--- src/rtl/crcu_pkg.sv ---
// crcu_pkg: shared constants and types for the CRC instruction unit.
// Assumes a 32-bit CRC register and byte-wide message feed.
package crcu_pkg;
    localparam int CRC_W  = 32;
    localparam int BYTE_W = 8;

    localparam logic [CRC_W-1:0] POLY_IEEE = 32'hEDB88320;
    localparam logic [CRC_W-1:0] POLY_CAST = 32'h82F63B78;

    typedef enum logic {
        VAR_IEEE = 1'b0,
        VAR_CAST = 1'b1
    } crc_variant_e;
endpackage

--- src/rtl/crcu_byte_step.sv ---
// crcu_byte_step: combinational update of a reflected CRC state by one byte.
// Eight shift-right bit steps are unrolled; the polynomial is an input so one
// instance serves both variants. Assumes DATA_W <= CRC_W.
module crcu_byte_step #(
    parameter int CRC_W  = 32,
    parameter int DATA_W = 8
) (
    input  logic [CRC_W-1:0]  state_i,
    input  logic [DATA_W-1:0] data_i,
    input  logic [CRC_W-1:0]  poly_i,
    output logic [CRC_W-1:0]  state_o
);
    logic [CRC_W-1:0] chain [0:DATA_W];

    // Fold the incoming byte into the low bits of the state.
    assign chain[0] = state_i ^ {{(CRC_W-DATA_W){1'b0}}, data_i};

    for (genvar k = 0; k < DATA_W; k++) begin : g_bit
        // One reflected bit step: shift right, XOR polynomial on a set LSB.
        assign chain[k+1] = chain[k][0] ? ((chain[k] >> 1) ^ poly_i)
                                        : (chain[k] >> 1);
    end

    assign state_o = chain[DATA_W];
endmodule

--- src/rtl/crcu_seq.sv ---
// crcu_seq: sequencing for the byte-serial CRC unit. Accepts start only when
// idle, counts the bytes still to be consumed, and pulses done on the edge
// that consumes the last byte. Assumes MAX_BYTES is a power of two.
module crcu_seq #(
    parameter int MAX_BYTES = 8,
    parameter int SIZE_W    = 2,
    parameter int CNT_W     = $clog2(MAX_BYTES + 1)
) (
    input  logic              clk,
    input  logic              rst_n,
    input  logic              start,
    input  logic [SIZE_W-1:0] size,
    output logic              accept_o,
    output logic              busy_o,
    output logic              last_o,
    output logic [CNT_W-1:0]  remain_o,
    output logic              done_o
);
    logic [CNT_W-1:0] nbytes;

    // Decode the size code into a byte count (1 << code).
    assign nbytes   = CNT_W'(1) << size;
    assign accept_o = start && !busy_o;
    assign last_o   = busy_o && (remain_o == CNT_W'(1));

    // Busy flag, byte countdown and single-cycle completion pulse.
    always_ff @(posedge clk) begin
        if (!rst_n) begin
            busy_o   <= 1'b0;
            remain_o <= '0;
            done_o   <= 1'b0;
        end else begin
            done_o <= 1'b0;
            if (accept_o) begin
                busy_o   <= 1'b1;
                remain_o <= nbytes;
            end else if (busy_o) begin
                remain_o <= remain_o - CNT_W'(1);
                if (last_o) begin
                    busy_o <= 1'b0;
                    done_o <= 1'b1;
                end
            end
        end
    end
endmodule

--- src/rtl/crcu_top.sv ---
// crcu_top: CRC-32 / CRC-32C instruction unit. Captures operands on an
// accepted start, masks the message to 1/2/4/8 bytes, consumes one byte per
// cycle lowest first, and registers the sign-extended result with done.
// Assumes RES_W >= 32 and MSG_W a multiple of 8.
module crcu_top #(
    parameter int MSG_W = 64,
    parameter int RES_W = 64
) (
    input  logic             clk,
    input  logic             rst_n,
    input  logic             start,
    input  logic [1:0]       size,
    input  logic             variant,
    input  logic [31:0]      crc_in,
    input  logic [MSG_W-1:0] msg,
    output logic             done,
    output logic [RES_W-1:0] result
);
    import crcu_pkg::*;

    localparam int MAX_BYTES = MSG_W / BYTE_W;
    localparam int CNT_W     = $clog2(MAX_BYTES + 1);

    logic                 accept, busy, last;
    logic [CNT_W-1:0]     remain;
    logic [CRC_W-1:0]     state_q, state_nx, poly, final_crc;
    logic [MSG_W-1:0]     msg_q, msg_masked;
    crc_variant_e         var_q;
    logic [CNT_W-1:0]     req_bytes;

    crcu_seq #(
        .MAX_BYTES(MAX_BYTES),
        .SIZE_W   (2),
        .CNT_W    (CNT_W)
    ) u_seq (
        .clk     (clk),
        .rst_n   (rst_n),
        .start   (start),
        .size    (size),
        .accept_o(accept),
        .busy_o  (busy),
        .last_o  (last),
        .remain_o(remain),
        .done_o  (done)
    );

    // Zero every message byte at or above the requested byte count.
    assign req_bytes = CNT_W'(1) << size;
    always_comb begin
        for (int i = 0; i < MAX_BYTES; i++) begin
            msg_masked[i*BYTE_W +: BYTE_W] =
                (CNT_W'(i) < req_bytes) ? msg[i*BYTE_W +: BYTE_W] : '0;
        end
    end

    // Pick the polynomial of the latched variant.
    assign poly = (var_q == VAR_CAST) ? POLY_CAST : POLY_IEEE;

    crcu_byte_step #(
        .CRC_W (CRC_W),
        .DATA_W(BYTE_W)
    ) u_step (
        .state_i(state_q),
        .data_i (msg_q[BYTE_W-1:0]),
        .poly_i (poly),
        .state_o(state_nx)
    );

    // Output convention: CRC-32C inverts the final state, CRC-32 does not.
    assign final_crc = (var_q == VAR_CAST) ? ~state_nx : state_nx;

    // Operand capture and per-byte advance of state and message.
    always_ff @(posedge clk) begin
        if (!rst_n) begin
            state_q <= '0;
            msg_q   <= '0;
            var_q   <= VAR_IEEE;
        end else if (accept) begin
            state_q <= crc_in;
            msg_q   <= msg_masked;
            var_q   <= crc_variant_e'(variant);
        end else if (busy) begin
            state_q <= state_nx;
            msg_q   <= msg_q >> BYTE_W;
        end
    end

    // Result register: loaded with the sign-extended CRC on the last byte.
    always_ff @(posedge clk) begin
        if (!rst_n) begin
            result <= '0;
        end else if (last) begin
            result <= {{(RES_W-CRC_W){final_crc[CRC_W-1]}}, final_crc};
        end
    end
endmodule

--- config.mk ---
export PLATFORM = sky130hd
export DESIGN_NAME = crcu_top
export DESIGN_NICKNAME = d
export VERILOG_FILES = /design/src/rtl/crcu_pkg.sv /design/src/rtl/crcu_byte_step.sv /design/src/rtl/crcu_seq.sv /design/src/rtl/crcu_top.sv
export SDC_FILE = /design/constraint.sdc
export NUM_CORES = 1
export LEC_CHECK = 0
export ABC_AREA = 1
export BUFFER_PORTS_ARGS = -buffer_cell sky130_fd_sc_hd__buf_2
export CAP_MARGIN = 20
export CORE_ASPECT_RATIO = 1.75
export CORE_MARGIN = 8
export CORE_UTILIZATION = 50
export DETAILED_ROUTE_END_ITERATION = 12
export GPL_TIMING_DRIVEN = 0
export HOLD_SLACK_MARGIN = 0.03
export PLACE_DENSITY_LB_ADDON = 0.1
export SYNTH_ARGS = -nofsm -noshare
export SYNTH_HDL_FRONTEND = slang
export SYNTH_SLANG_ARGS = --single-unit
--- constraint.sdc ---
create_clock -name clk -period 2.5 [get_ports clk]
set_clock_uncertainty 0.1 [all_clocks]
set_input_delay 0.125 -clock clk [delete_from_list [all_inputs] [get_ports clk]]
set_output_delay 0.125 -clock clk [all_outputs]
set_load 0.01 [all_outputs]
# ---- After elaboration in Yosys (flattened, before gate mapping)
# Cells that the tools add are included.
dict set report totals {
  ff_bits 135
  latchBits 0
  mem_bits_rw 0
  romBits 0
  inputBits 102
  out_inout_bits 65
  word_cells 63
  memories 0
}
dict set report classes {
  n_addsub 1
  mul 0
  n_div 0
  order_cmp 8
  eq_ne 1
  shift 1
  mux 28
  bitwise 12
  n_reduce_logical 5
}
# op n
set op_table {}
lappend op_table {{$mux 32} 11}
lappend op_table {{$xor 31x32->32} 8}
lappend op_table {{$mux 64} 2}
lappend op_table {{$mux 8} 8}
lappend op_table {{$not 32->32} 1}
lappend op_table {{$xor 32x8->32} 1}
lappend op_table {{$mux 31} 1}
lappend op_table {{$lt 3x4->1 const A} 4}
lappend op_table {{$lt 1x4->1 const A} 2}
lappend op_table {{$lt 2x4->1 const A} 2}
lappend op_table {{$mux 4} 2}
lappend op_table {{$eq 4x1->1 const B} 1}
lappend op_table {{$mux 1} 4}
lappend op_table {{$shl 1x2->4 const A} 1}
lappend op_table {{$sub 4x1->4 const B} 1}
lappend op_table {{$reduce_or 3->1} 1}
lappend op_table {{$logic_and 1x1->1} 2}
lappend op_table {{$not 1->1} 2}
lappend op_table {{$reduce_bool 2->1} 1}
lappend op_table {{$logic_not 1->1} 1}

# ---- Longest topological paths before layout
# Gate-level depths: netlist (run 1).
dict set report logic_depth {
  ltp_word 19
  ltp_mapped 19
  mapped_depth_nobuf 19
}

# ---- Hierarchy
# A second synthesis (run 1) with hierarchy kept.
dict set report hier_totals {
  hier_cells 2470
  area_unflattened_um2 12957.4
}
# mod n_inst cells_per_inst area_per_inst_um2 seq_area_each_um2
set by_module_without_submodules {}
lappend by_module_without_submodules {crcu_top 1 1292 7253.2 2582.5}
lappend by_module_without_submodules {crcu_byte_step 1 1125 5367.6 0.0}
lappend by_module_without_submodules {crcu_seq 1 53 336.6 120.1}

# ---- Worst setup path before layout (run 1)
# Ideal clock, no wire load.
dict set report synth_timing {
  path_type {register -> register}
  startpoint {reg msg_q[0]}
  endpoint {reg result[15]}
  setup_ps 113
  t_arrival_ps 1685
  path_slack_ps 601
  path_stages_with_launch 17
  n_path_buf 0
  synth_period_minus_slack_ps 1899
  cell_sequence {dfxtp_1 nand2_1 nand2_2 nand2_1 nand2_2 nand2_4 nand2_2 nand2_2 nand2_2 nand2_4 nand2_2 nand2_1 or2_1 nand2_1 nand2_1 nand3_1 nand2_1}
}
dict set report synth_via {
  elab_chain_len 18
}
# item line_no
set synth_rtl {}
lappend synth_rtl {{from (decl)} crcu_top.sv:27} ;# logic [MSG_W-1:0] msg_q, msg_masked;
lappend synth_rtl {{from (signal assigned)} crcu_top.sv:80} ;# msg_q <= msg_masked;
lappend synth_rtl {{from (signal assigned)} crcu_top.sv:84} ;# msg_q <= msg_q >> BYTE_W;
lappend synth_rtl {{$xor 32x8->32 (*)} crcu_byte_step.sv:16} ;# assign chain[0] = state_i ^ {{(CRC_W-DATA_W){1'b0}}, data_i};
lappend synth_rtl {{$mux 32 (*)} crcu_byte_step.sv:20} ;# assign chain[k+1] = chain[k][0] ? ((chain[k] >> 1) ^ poly_i)
lappend synth_rtl {{$xor 31x32->32} crcu_byte_step.sv:20}
lappend synth_rtl {{$mux 32 (*)} crcu_byte_step.sv:20}
lappend synth_rtl {{$xor 31x32->32} crcu_byte_step.sv:20}
lappend synth_rtl {{$mux 32 (*)} crcu_byte_step.sv:20}
lappend synth_rtl {{$xor 31x32->32} crcu_byte_step.sv:20}
lappend synth_rtl {{$mux 32 (*)} crcu_byte_step.sv:20}
lappend synth_rtl {{[2 not listed]} -}
lappend synth_rtl {{$xor 31x32->32} crcu_byte_step.sv:20}
lappend synth_rtl {{$mux 32 (*)} crcu_byte_step.sv:20}
lappend synth_rtl {{$xor 31x32->32} crcu_byte_step.sv:20}
lappend synth_rtl {{$mux 32 (*)} crcu_byte_step.sv:20}
lappend synth_rtl {{$xor 31x32->32} crcu_byte_step.sv:20}
lappend synth_rtl {{$mux 32 (*)} crcu_byte_step.sv:20}
lappend synth_rtl {{$not 32->32} crcu_top.sv:70} ;# assign final_crc = (var_q == VAR_CAST) ? ~state_nx : state_nx;
lappend synth_rtl {{$mux 32 (*)} crcu_top.sv:70}
lappend synth_rtl {{to (signal assigned)} crcu_top.sv:93} ;# result <= {{(RES_W-CRC_W){final_crc[CRC_W-1]}}, final_crc};
lappend synth_rtl {{to (decl)} crcu_top.sv:17} ;# output logic [RES_W-1:0] result
# Mark *: on every way between the ends. The rest lies on a longest branch, timed or not.
# A chain may end at the register's enable or synchronous reset.

# ---- Worst setup path after layout (run 1)
dict set report layout_timing {
  startpoint {reg var_q}
  endpoint {reg result[11]}
}
dict set report layout_via {
  elab_chain_len 19
}
# item line_no
set layout_rtl {}
lappend layout_rtl {{from (decl)} crcu_top.sv:28} ;# crc_variant_e var_q;
lappend layout_rtl {{from (signal assigned)} crcu_top.sv:81} ;# var_q <= crc_variant_e'(variant);
lappend layout_rtl {{$mux 31} crcu_top.sv:57} ;# assign poly = (var_q == VAR_CAST) ? POLY_CAST : POLY_IEEE;
lappend layout_rtl {{$xor 31x32->32} crcu_byte_step.sv:20}
lappend layout_rtl {{$mux 32} crcu_byte_step.sv:20}
lappend layout_rtl {{$xor 31x32->32} crcu_byte_step.sv:20}
lappend layout_rtl {{$mux 32} crcu_byte_step.sv:20}
lappend layout_rtl {{$xor 31x32->32} crcu_byte_step.sv:20}
lappend layout_rtl {{$mux 32} crcu_byte_step.sv:20}
lappend layout_rtl {{$xor 31x32->32} crcu_byte_step.sv:20}
lappend layout_rtl {{[3 not listed]} -}
lappend layout_rtl {{$xor 31x32->32} crcu_byte_step.sv:20}
lappend layout_rtl {{$mux 32} crcu_byte_step.sv:20}
lappend layout_rtl {{$xor 31x32->32} crcu_byte_step.sv:20}
lappend layout_rtl {{$mux 32} crcu_byte_step.sv:20}
lappend layout_rtl {{$xor 31x32->32} crcu_byte_step.sv:20}
lappend layout_rtl {{$mux 32} crcu_byte_step.sv:20}
lappend layout_rtl {{$not 32->32} crcu_top.sv:70}
lappend layout_rtl {{$mux 32 (*)} crcu_top.sv:70}
# Marks and branches as above.

==> metrics.md, run 1 <==
| Metric | Value |
|---|---|
| Outcome | completed |
| Worst-path clk slew | 70 ps |
| Layout Cells excl Fill | 1714 |
| Startpoint Class | register |
| Post-synthesis cell area | 8150 sq um |
| Placed inst area | 9220 sq um |
| Clk buf depth | 2 |
| I/O pin cnt | 167 |
| Final setup viols | 0 |
| TritonCTS Buffers | 17 |
| Worst EP arrival | 2730 ps |
| CP endpoint kind | register |
| Top sig layer | met4 |
| Data required, critical path | 2750 ps |
| #FFs+latches synth | 135 |
| Average size of a mapped cell | 6.64 sq um |
| Synth unique cells | 44 |
| Initial antenna violation count | 0 |
| Largest net degree at the start of global routing | 35 |
| Starting DRT DRC Count | 513 |
| Dpl hpwl | 24.3 mm |
| Fmax | 403 MHz |
| Drt wl/cell | 18.6 um |
| First-pass iteration count of the detailed router | 5 |
| Remaining global-route overflow | 0 |
| Worst-path maximum fanout | 10 |
| GP Congestion | 0.977 |
| DIE AREA | 20800 sq um |
| Vias in the first global route | 9229 |
| Clock latency on the worst-skew pair | 430 ps |
| Worst vdd ir | 0.454 mV |
| Cell area after layout | 10900 sq um |
| Met2 wire len | 16.8 mm |
| Post-synth EDFFs | 0 |
| Worst min path class | primary input to register |
| First-pass GRT wire length | 49.1 mm |
| Mapped Cells | 1227 |
| CTS H-tree lvls | 4 |
| Global Route Usage Sum | 30.7% |
| N_diodes | 0 |
| Post-Syn Nets | 1331 |
| Worst Max-Slew Pin Slew | 1000 ps |
| Async set-reset flop share out of synthesis | 0% |
| IO buf count | 165 |
| Final worst-path cycle share | 99.3% |
| Rows | 62 |
| Vias | 9168 |
| Clock Sinks | 135 |
| Synthesis Warnings | 0 |
| Die W | 113 um |
| Final Net Count | 1613 |
| Clk root buf | clkbuf_16 |
| Post-synthesis sequential area ratio | 33.2% |
| Slew Viols, Final | 0 |
| Type of the worst setup path | register to register |
| Minimum clock period | 2480 ps |
| Final hold vios | 0 |
| Synth-to-layout area growth | 33.6% |
| Via-to-Cell Ratio | 5.35 |
| M1 wire length | 10.8 mm |
| ANT nets after route | 0 |
| Initial Utilization | 50.3% |
| Share of cells above drive strength 1 | 21.2% |
| Slew headroom | 33.1% |
| Routed wire length | 32.0 mm |
| Pwr Density | 783 nW/um^2 |
| TritonCTS clock tree | built |
| Met3 wire len | 1.83 mm |
| Core area | 16200 sq um |
| Main flop type after synthesis | dfxtp_1 |
| Placed Instances | 1584 |
| Max-cap violation count | 0 |
| Static Leak | 5.23 nW |
| DRC | 0 |
| Die Ht | 185 um |
routing by layer:
metal  up-vias  GRT usage (%)
met5         -              0
met4         0           23.8
met3       127           5.88
met2       391           58.3
met1      4139           28.1
li1       4511              -
per-stage QoR:
stage          setup WS, ps  hold slack (ps)  total power, mW  setup TNS [ps]  util [%]
4_1_cts                7.67             72.3             8.35               0      66.4
3_5_place_dp           -334              275             5.78           -6410      56.8
6_report               17.8             75.0             8.53               0      67.2
3_3_place_gp           -344              262             5.75           -6570      56.8
5_1_grt               -12.7              114             8.97           -12.7      67.2
2_1_floorplan           601              173             4.81               0         -
cell usage in the layout (no fill, tap or decap), drive strengths merged, types with 9 or more instances in the layout:
| cell | Yosys | layout |
|---|---|---|
| dfxtp | 135 | 135 |
| a21oi | 36 | 36 |
| nand2 | 506 | 506 |
| nor2 | 35 | 35 |
| xor2 | 51 | 51 |
| a31oi | 59 | 59 |
| dlygate4sd3 | 0 | 97 |
| nand3b | 9 | 9 |
| buf | 49 | 215 |
| inv | 89 | 97 |
| clkbuf | 43 | 61 |
| xnor2 | 14 | 14 |
| nand3 | 120 | 120 |
| o21ai | 34 | 34 |
kinds of logic (layout without fill, tap and decap cells):
logic type	Yosys count	in the layout	synth area share, %
compound gates	158	158	11.9
xor+xnor	65	65	7.35
fa+ha+maj	2	2	0.307
buf+inv	183	478	10.4
flops	135	135	33.2
simple gates	684	684	36.9
critical path, stage by stage, from the launching register on:
cell	delay [ps]
dfxtp_1	300
buf_4	180
inv_2	110
buf_2	300
buf_2	420
clkbuf_1	570
a21oi_1	220
a21oi_1	190
synth_stat cells (2+ instances only):
library cell / number / area [sq um]
buf_4: 34 / 255
nand2_4: 9 / 101
a31oi_1: 59 / 369
dfxtp_1: 135 / 2700
o21ai_0: 25 / 125
o21ai_1: 8 / 40.0
clkbuf_1: 43 / 161
nand3_4: 2 / 35.0
buf_6: 3 / 33.8
nand2_2: 21 / 131
inv_4: 2 / 12.5
nor3_1: 3 / 15.0
ha_1: 2 / 25.0
inv_2: 6 / 22.5
nand4_1: 6 / 37.5
o221ai_1: 6 / 52.6
nor2_1: 34 / 128
a221oi_1: 2 / 17.5
or2_1: 3 / 18.8
o211ai_1: 3 / 22.5
nand3_2: 4 / 40.0
xnor2_1: 13 / 114
buf_2: 5 / 25.0
xor2_2: 3 / 48.8
nand2_1: 474 / 1780
a22oi_1: 8 / 60.1
nand2_8: 2 / 40.0
inv_1: 81 / 304
nand3b_1: 8 / 60.1
clkinv_1: 2 / 7.51
nand3_1: 114 / 571
xor2_1: 48 / 420
a21oi_1: 36 / 180
a22o_1: 7 / 61.3
buf_1: 7 / 26.3
registers in the layout, indices dropped and copies added (netlist names):
register        flops
result             32
msg_q              64
u_seq.done_o        1
u_seq.busy_o        1
var_q               1
u_seq.remain_o      4
state_q            32
report_power, final:
group          switching [mW]  internal, mW
Clock                    1.16          1.32
Sequential              0.122          2.31
Combinational            2.38          1.23
what timing repair did:
item	CTS	global route
endpoints found under the setup margin	22	48
buffers inserted	0	2
hold buffers	97	0
pin swaps	0	2
endpoints found under the hold margin	98	0
gates resized for setup	4	38
cell type report:
class	count	area, sq um
fillers	1503	5320
clock buffers	18	429
flip-flops and latches	135	2710
repair buffers	264	1810
clock inverters	14	133
multi-input cells	909	4720
inverters	91	347
well taps	192	240
plain buffers	91	505
final timing paths:
check             slack [ps]          end  cells past startpoint       start
setup / recovery          20   result[11]                      7       var_q
hold / removal            70  state_q[15]                      5       rst_n
setup reg to reg          20   result[11]                      7       var_q
hold reg to reg          350   result[20]                      2  result[20]
Note: power is estimated with default switching activity, not from simulation.
==> run 2: changes to the inputs <==
--- a/config.mk
+++ b/config.mk
@@ -11,9 +11,9 @@
 export CORE_ASPECT_RATIO = 1.75
 export CORE_MARGIN = 8
 export CORE_UTILIZATION = 50
+export CTS_BUF_LIST = sky130_fd_sc_hd__clkbuf_4 sky130_fd_sc_hd__clkbuf_8
 export DETAILED_ROUTE_END_ITERATION = 12
 export GPL_TIMING_DRIVEN = 0
-export HOLD_SLACK_MARGIN = 0.03
 export PLACE_DENSITY_LB_ADDON = 0.1
 export SYNTH_ARGS = -nofsm -noshare
 export SYNTH_HDL_FRONTEND = slang
==> metrics.md, run 2 (synthesis results as in run 1) <==
| Metric | Value |
|---|---|
| IO buf count | 165 (unchanged) |
| Dpl hpwl | 24.3 mm (unchanged) |
| Synth-to-layout area growth | 31.4% |
| Slew Viols, Final | 0 (unchanged) |
| CP endpoint kind | register |
| Clk root buf | clkbuf_8 |
| Final hold vios | 0 (unchanged) |
| Final worst-path cycle share | 96.6% (-2.7 points) |
| Largest register FFs | 64 (unchanged) |
| First-pass iteration count of the detailed router | 5 (unchanged) |
| Starting DRT DRC Count | 467 (-9.0%) |
| Worst path slowest cell | clkbuf_1 |
| Max-cap violation count | 0 (unchanged) |
| TritonCTS Buffers | 17 (unchanged) |
| Minimum clock period | 2410 ps (-68.1 ps) |
| TritonCTS clock tree | built |
| Cell area after layout | 10700 sq um (-1.7%) |
| Regs by FF count | msg_q (64), result (32), state_q (32) |
| RSZ-0062 raised after global routing | no |
| Share of cells above drive strength 1 | 21.4% (+0.13 points) |
| Die W | 113 um (unchanged) |
| Worst vdd ir | 0.394 mV (-13%) |
| Static Leak | 5.15 nW (-1.5%) |
| Data required, critical path | 2750 ps (about the same) |
| ANT nets after route | 0 (unchanged) |
| Vias | 9156 (-0.13%) |
| Final Net Count | 1613 (unchanged) |
| Fin Setup TNS | 0 ps (unchanged) |
| Remaining global-route overflow | 0 (unchanged) |
| Drt wl/cell | 18.6 um (-0.14%) |
| Reg with most FFs | msg_q |
| Power consumption | 7.88 mW (-7.6%) |
| Worst EP arrival | 2660 ps (-70 ps) |
| Vias in the first global route | 9193 (-0.39%) |
| DIE AREA | 20800 sq um (unchanged) |
| Core area | 16200 sq um (unchanged) |
| Initial Utilization | 50.3% (unchanged) |
| Worst min path class | primary input to register |
| Global Route Usage Sum | 30.6% (-0.071 points) |
| Startpoint Class | register |
| Max stage delay on crit path | 570 ps (about the same) |
| I/O pin cnt | 167 (unchanged) |
| Most frequent cells in the layout | nand2_1 (464), buf_2 (171), dfxtp_1 (130) |
| First-pass GRT wire length | 48.7 mm (-0.65%) |
| Final setup viols | 0 (unchanged) |
| Routed wire length | 31.9 mm (-0.14%) |
| Initial antenna violation count | 0 (unchanged) |
| Clk buf depth | 2 (unchanged) |
| Pwr Density | 736 nW/um^2 (-6.0%) |
| Fmax | 414 MHz (+2.8%) |
| Die Ht | 185 um (unchanged) |
| Worst-path clk slew | 100 ps (+30 ps) |
| Worst-path maximum fanout | 10 (unchanged) |
| Outcome | completed |
| Rows | 62 (unchanged) |
| DRC | 0 (unchanged) |
| N_diodes | 0 (unchanged) |
| Worst Max-Slew Pin Slew | 1000 ps (-2.20 ps) |
| Largest net degree at the start of global routing | 35 (unchanged) |
| Clock Sinks | 135 (unchanged) |
| Placed inst area | 9220 sq um (unchanged) |
| Type of the worst setup path | register to register |
| Most common cell after layout, fill and taps aside | nand2_1 |
| Slew headroom | 33.2% (+0.15 points) |
| Crit-path cells | buf_4, inv_2, buf_2, buf_2, clkbuf_1, nand3_1, nand3_1, nand2_1 |
| GP Congestion | 0.977 (unchanged) |
| Via-to-Cell Ratio | 5.34 (-0.13%) |
| CTS H-tree lvls | 4 (unchanged) |
| Clock latency on the worst-skew pair | 460 ps (+30 ps) |
[run 2: metrics by stage]
stage          hold WS (ps)  worst slack, ps  util, %  instances
2_1_floorplan           173              601        -       1227
3_3_place_gp            262             -344     56.8       1584
3_5_place_dp            275             -334     56.8       1584
4_1_cts                31.8             31.6     65.2       1713
5_1_grt                71.3             6.96     66.1       1714
6_report               46.8             85.9     66.1       1714
[run 2: worst paths after layout]
kind | depth (start not counted) | startpoint | slack (ps) | end
min reg2reg | 2 | result[23] | 350 | result[23]
max reg2reg | 8 | var_q | 90 | result[24]
min | 3 | size[1] | 50 | msg_q[20]
max | 8 | var_q | 90 | result[24]
[run 2: layer usage]
metal	wire length [um]	track usage [%]	vias up
met1	10800	27.6	4151
met5	0	0	-
met3	1810	6.76	116
met4	2480	24.3	0
met2	16800	57.8	376
li1	-	-	4513
[run 2: what timing repair did]
action | in CTS | in global routing
pin swaps | 0 | 2
hold buffers | 97 | 0
hold endpoints to repair | 98 | 0
resized for setup | 5 | 39
buffers inserted | 0 | 2
setup endpoints to repair | 24 | 42
[run 2: worst max-delay path: cells and delay by family, from the launching register on]
family / cells / cell delay, ps
buf+inv: 5 / 1560
simple gates: 3 / 340
flops: 1 / 310
[run 2: where the power goes]
group / internal [mW] / leakage [nW] / switching, mW / total [mW]
combinational: 1.24 / 3.86 / 2.38 / 3.62
sequential: 2.31 / 1.10 / 0.122 / 2.44
clock: 0.745 / 0.187 / 1.08 / 1.83
total: 4.29 / 5.15 / 3.58 / 7.88
[run 2: final cells by class]
class,instances,area (sq um)
sequential,135,2710
buffer,91,507
multi-input combinational,909,4720
timing repair buffer,264,1810
inverter,91,347
clock buffer,18,241
tap,192,240
fill,1535,5500
clock inverter,14,133
==> run 3: changes to the inputs <==
--- a/config.mk
+++ b/config.mk
@@ -10,8 +10,8 @@
 export CAP_MARGIN = 20
 export CORE_ASPECT_RATIO = 1.75
 export CORE_MARGIN = 8
-export CORE_UTILIZATION = 50
-export CTS_BUF_LIST = sky130_fd_sc_hd__clkbuf_4 sky130_fd_sc_hd__clkbuf_8
+export CORE_UTILIZATION = 40
+export CTS_BUF_LIST = sky130_fd_sc_hd__clkbuf_4 sky130_fd_sc_hd__clkbuf_8 sky130_fd_sc_hd__clkbuf_16
 export DETAILED_ROUTE_END_ITERATION = 12
 export GPL_TIMING_DRIVEN = 0
 export PLACE_DENSITY_LB_ADDON = 0.1
==> metrics.md, run 3 (synthesis results as in run 1) <==
| Metric | Value |
|---|---|
| Clock latency on the worst-skew pair | 450 ps (about the same) |
| Data required, critical path | 2710 ps (-40 ps) |
| Worst path slowest cell | xor2_1 |
| Final Net Count | 1620 (+0.43%) |
| CP endpoint kind | register |
| Power consumption | 8.82 mW (+12%) |
| Static Leak | 5.32 nW (+3.3%) |
| GP Congestion | 0.952 (-2.6%) |
| Synth-to-layout area growth | 36.5% |
| Final worst-path cycle share | 95.3% (-1.2 points) |
| M1 GR Usage | 24.4% (-3.1 points) |
| First-pass GRT wire length | 49.5 mm (+1.5%) |
| # fillers | 1983 (+29%) |
| Fin util | 55.3% (-11 points) |
| Worst R2R Setup Slack | 120 ps (+30 ps) |
| TritonCTS Buffers | 17 (unchanged) |
| Max stage delay on crit path | 440 ps (-130 ps) |
| DRC | 0 (unchanged) |
| Final hold vios | 0 (unchanged) |
| Share of cells above drive strength 1 | 21.7% (+0.37 points) |
| Reg with most FFs | msg_q |
| Initial Utilization | 40.5% (-9.8 points) |
| Most frequent cells in the layout | nand2_1 (466), buf_2 (170), dfxtp_1 (132) |
| Endpoint, Worst Hold | state_q[15] |
| Slew Viols, Final | 0 (unchanged) |
| Startpoint Class | register |
| Regs by FF count | msg_q (64), result (32), state_q (32) |
| CTS H-tree lvls | 4 (unchanged) |
| Remaining global-route overflow | 0 (unchanged) |
| I/O pin cnt | 167 (unchanged) |
| Drt wl/cell | 18.4 um (-0.99%) |
| Worst vdd ir | 0.605 mV (+54%) |
| Most used cell, CP | xor2_1 |
| Clk root buf | clkbuf_16 |
| Hold depth | 5 (+2) |
| Final setup viols | 0 (unchanged) |
| Slew headroom | 47.6% (+14 points) |
| First-pass iteration count of the detailed router | 5 (unchanged) |
| Worst-path clk slew | 60 ps (-40 ps) |
| Register-to-Register Path Depth | 9 (+1) |
| Hold wc startpoint | rst_n |
| IO buf count | 165 (unchanged) |
| Clock Sinks | 135 (unchanged) |
| Type of the worst setup path | register to register |
| Dpl hpwl | 25.6 mm (+5.3%) |
| Worst min path class | primary input to register |
| RR Startpoint | var_q |
| Die W | 124 um (+10%) |
| Die Ht | 205 um (+11%) |
| Minimum clock period | 2380 ps (-30.5 ps) |
| Global routing usage on met2 | 48.8% (-9.1 points) |
| Placed inst area | 9290 sq um (+0.76%) |
| Starting DRT DRC Count | 413 (-12%) |
| Global Route Usage Sum | 26.2% (-4.4 points) |
| Worst-path maximum fanout | 10 (unchanged) |
| Fmax | 420 MHz (+1.3%) |
| Worst EP arrival | 2600 ps (-60 ps) |
| ANT nets after route | 0 (unchanged) |
| GRT busiest layer | met2 |
| Pwr Density | 792 nW/um^2 (+7.7%) |
| Multi-input combinational cell area | 4760 sq um (+0.72%) |
| Max-cap violation count | 0 (unchanged) |
| R2r endpoint | state_q[0] |
| Worst Max-Slew Pin Slew | 786 ps (-214 ps) |
| Placed Instances | 1640 (+3.5%) |
| N_diodes | 0 (unchanged) |
| Hold slack | 67.7 ps (+20.9 ps) |
| Core area | 20100 sq um (+24%) |
| Clk buf depth | 2 (unchanged) |
| Largest net degree at the start of global routing | 35 (unchanged) |
| Largest register FFs | 64 (unchanged) |
| Initial antenna violation count | 0 (unchanged) |
| Vias in the first global route | 9040 (-1.7%) |
| Reg area | 2710 sq um (about the same) |
| Most common cell after layout, fill and taps aside | nand2_1 |
| Crit path launch | var_q |
| Vias | 9025 (-1.4%) |
| Layout Cells excl Fill | 1776 (+3.6%) |
| Cell area after layout | 11100 sq um (+3.9%) |
| M3 GR Usage | 5.30% (-1.5 points) |
| TritonCTS clock tree | built |
| Crit-path cells | buf_4, buf_6, nand2_1, xor2_1, xor2_1, xor2_1, inv_1, nand2_1, a31oi_1 |
| DIE AREA | 25400 sq um (+22%) |
| Via-to-Cell Ratio | 5.08 (-4.9%) |
| Rows | 69 (+11%) |
| Outcome | completed |
| Routed wire length | 32.7 mm (+2.6%) |
[run 3: cell types whose count changed in the layout (fill, tap and decap cells not counted), sizes merged]
cell | previous run | this run
buf | 216 | 221
clkinvlp | 2 | 3
clkinv | 6 | 7
inv | 97 | 90
clkbuf | 60 | 62
bufinv | 0 | 4
[run 3: report_power, final]
group          switching, mW  internal [mW]
combinational           2.41           1.27
clock                   1.03           1.67
sequential             0.116           2.32
[run 3: repair_timing]
| item | 4_1_cts | 5_1_grt |
|---|---|---|
| hold buffers | 97 | 0 |
| endpoints found under the hold margin | 98 | 0 |
| gates cloned | 0 | 0 |
| pin swaps | 0 | 6 |
| gates resized for setup | 6 | 45 |
| setup endpoints to repair | 25 | 62 |
| buffers inserted | 0 | 7 |
[run 3: layout make-up]
class                   count  share of cell area (%)
multi-input cells         909                    42.8
flip-flops and latches    135                    24.3
repair buffers            270                    16.9
plain buffers              92                    4.64
clock buffers              18                    3.89
inverters                  91                    3.11
well taps                 248                    2.79
clock inverters            13                    1.62
[run 3: worst max-delay path, delay by kind of cell (launching register included)]
family / cells / cell delay [ps]
xor+xnor: 3 / 1010
buf+inv: 3 / 540
compound gates: 1 / 90
flops: 1 / 300
simple gates: 2 / 220
[run 3: worst max path at each step]
stage	end	slack, ps	cells past startpoint
after floorplan	result[15]	600	16
after global placement	result[10]	-420	7
after detailed placement	result[18]	-430	7
after CTS	result[18]	4	7
after global routing	result[19]	-0.2	16
final	state_q[0]	120	9
[run 3: layer usage]
metal | vias up | wire length (um)
li1 | 4512 | -
met1 | 4100 | 11100
met2 | 294 | 17500
met3 | 119 | 1670
met4 | 0 | 2420
met5 | - | 0
[run 3: metrics by stage]
stage	setup TNS (ps)	setup WS (ps)
finish	0	116
global placement	-7970	-419
detailed placement	-8090	-430
global route	-0.178	-0.178
CTS	0	4.12
floorplan	0	601
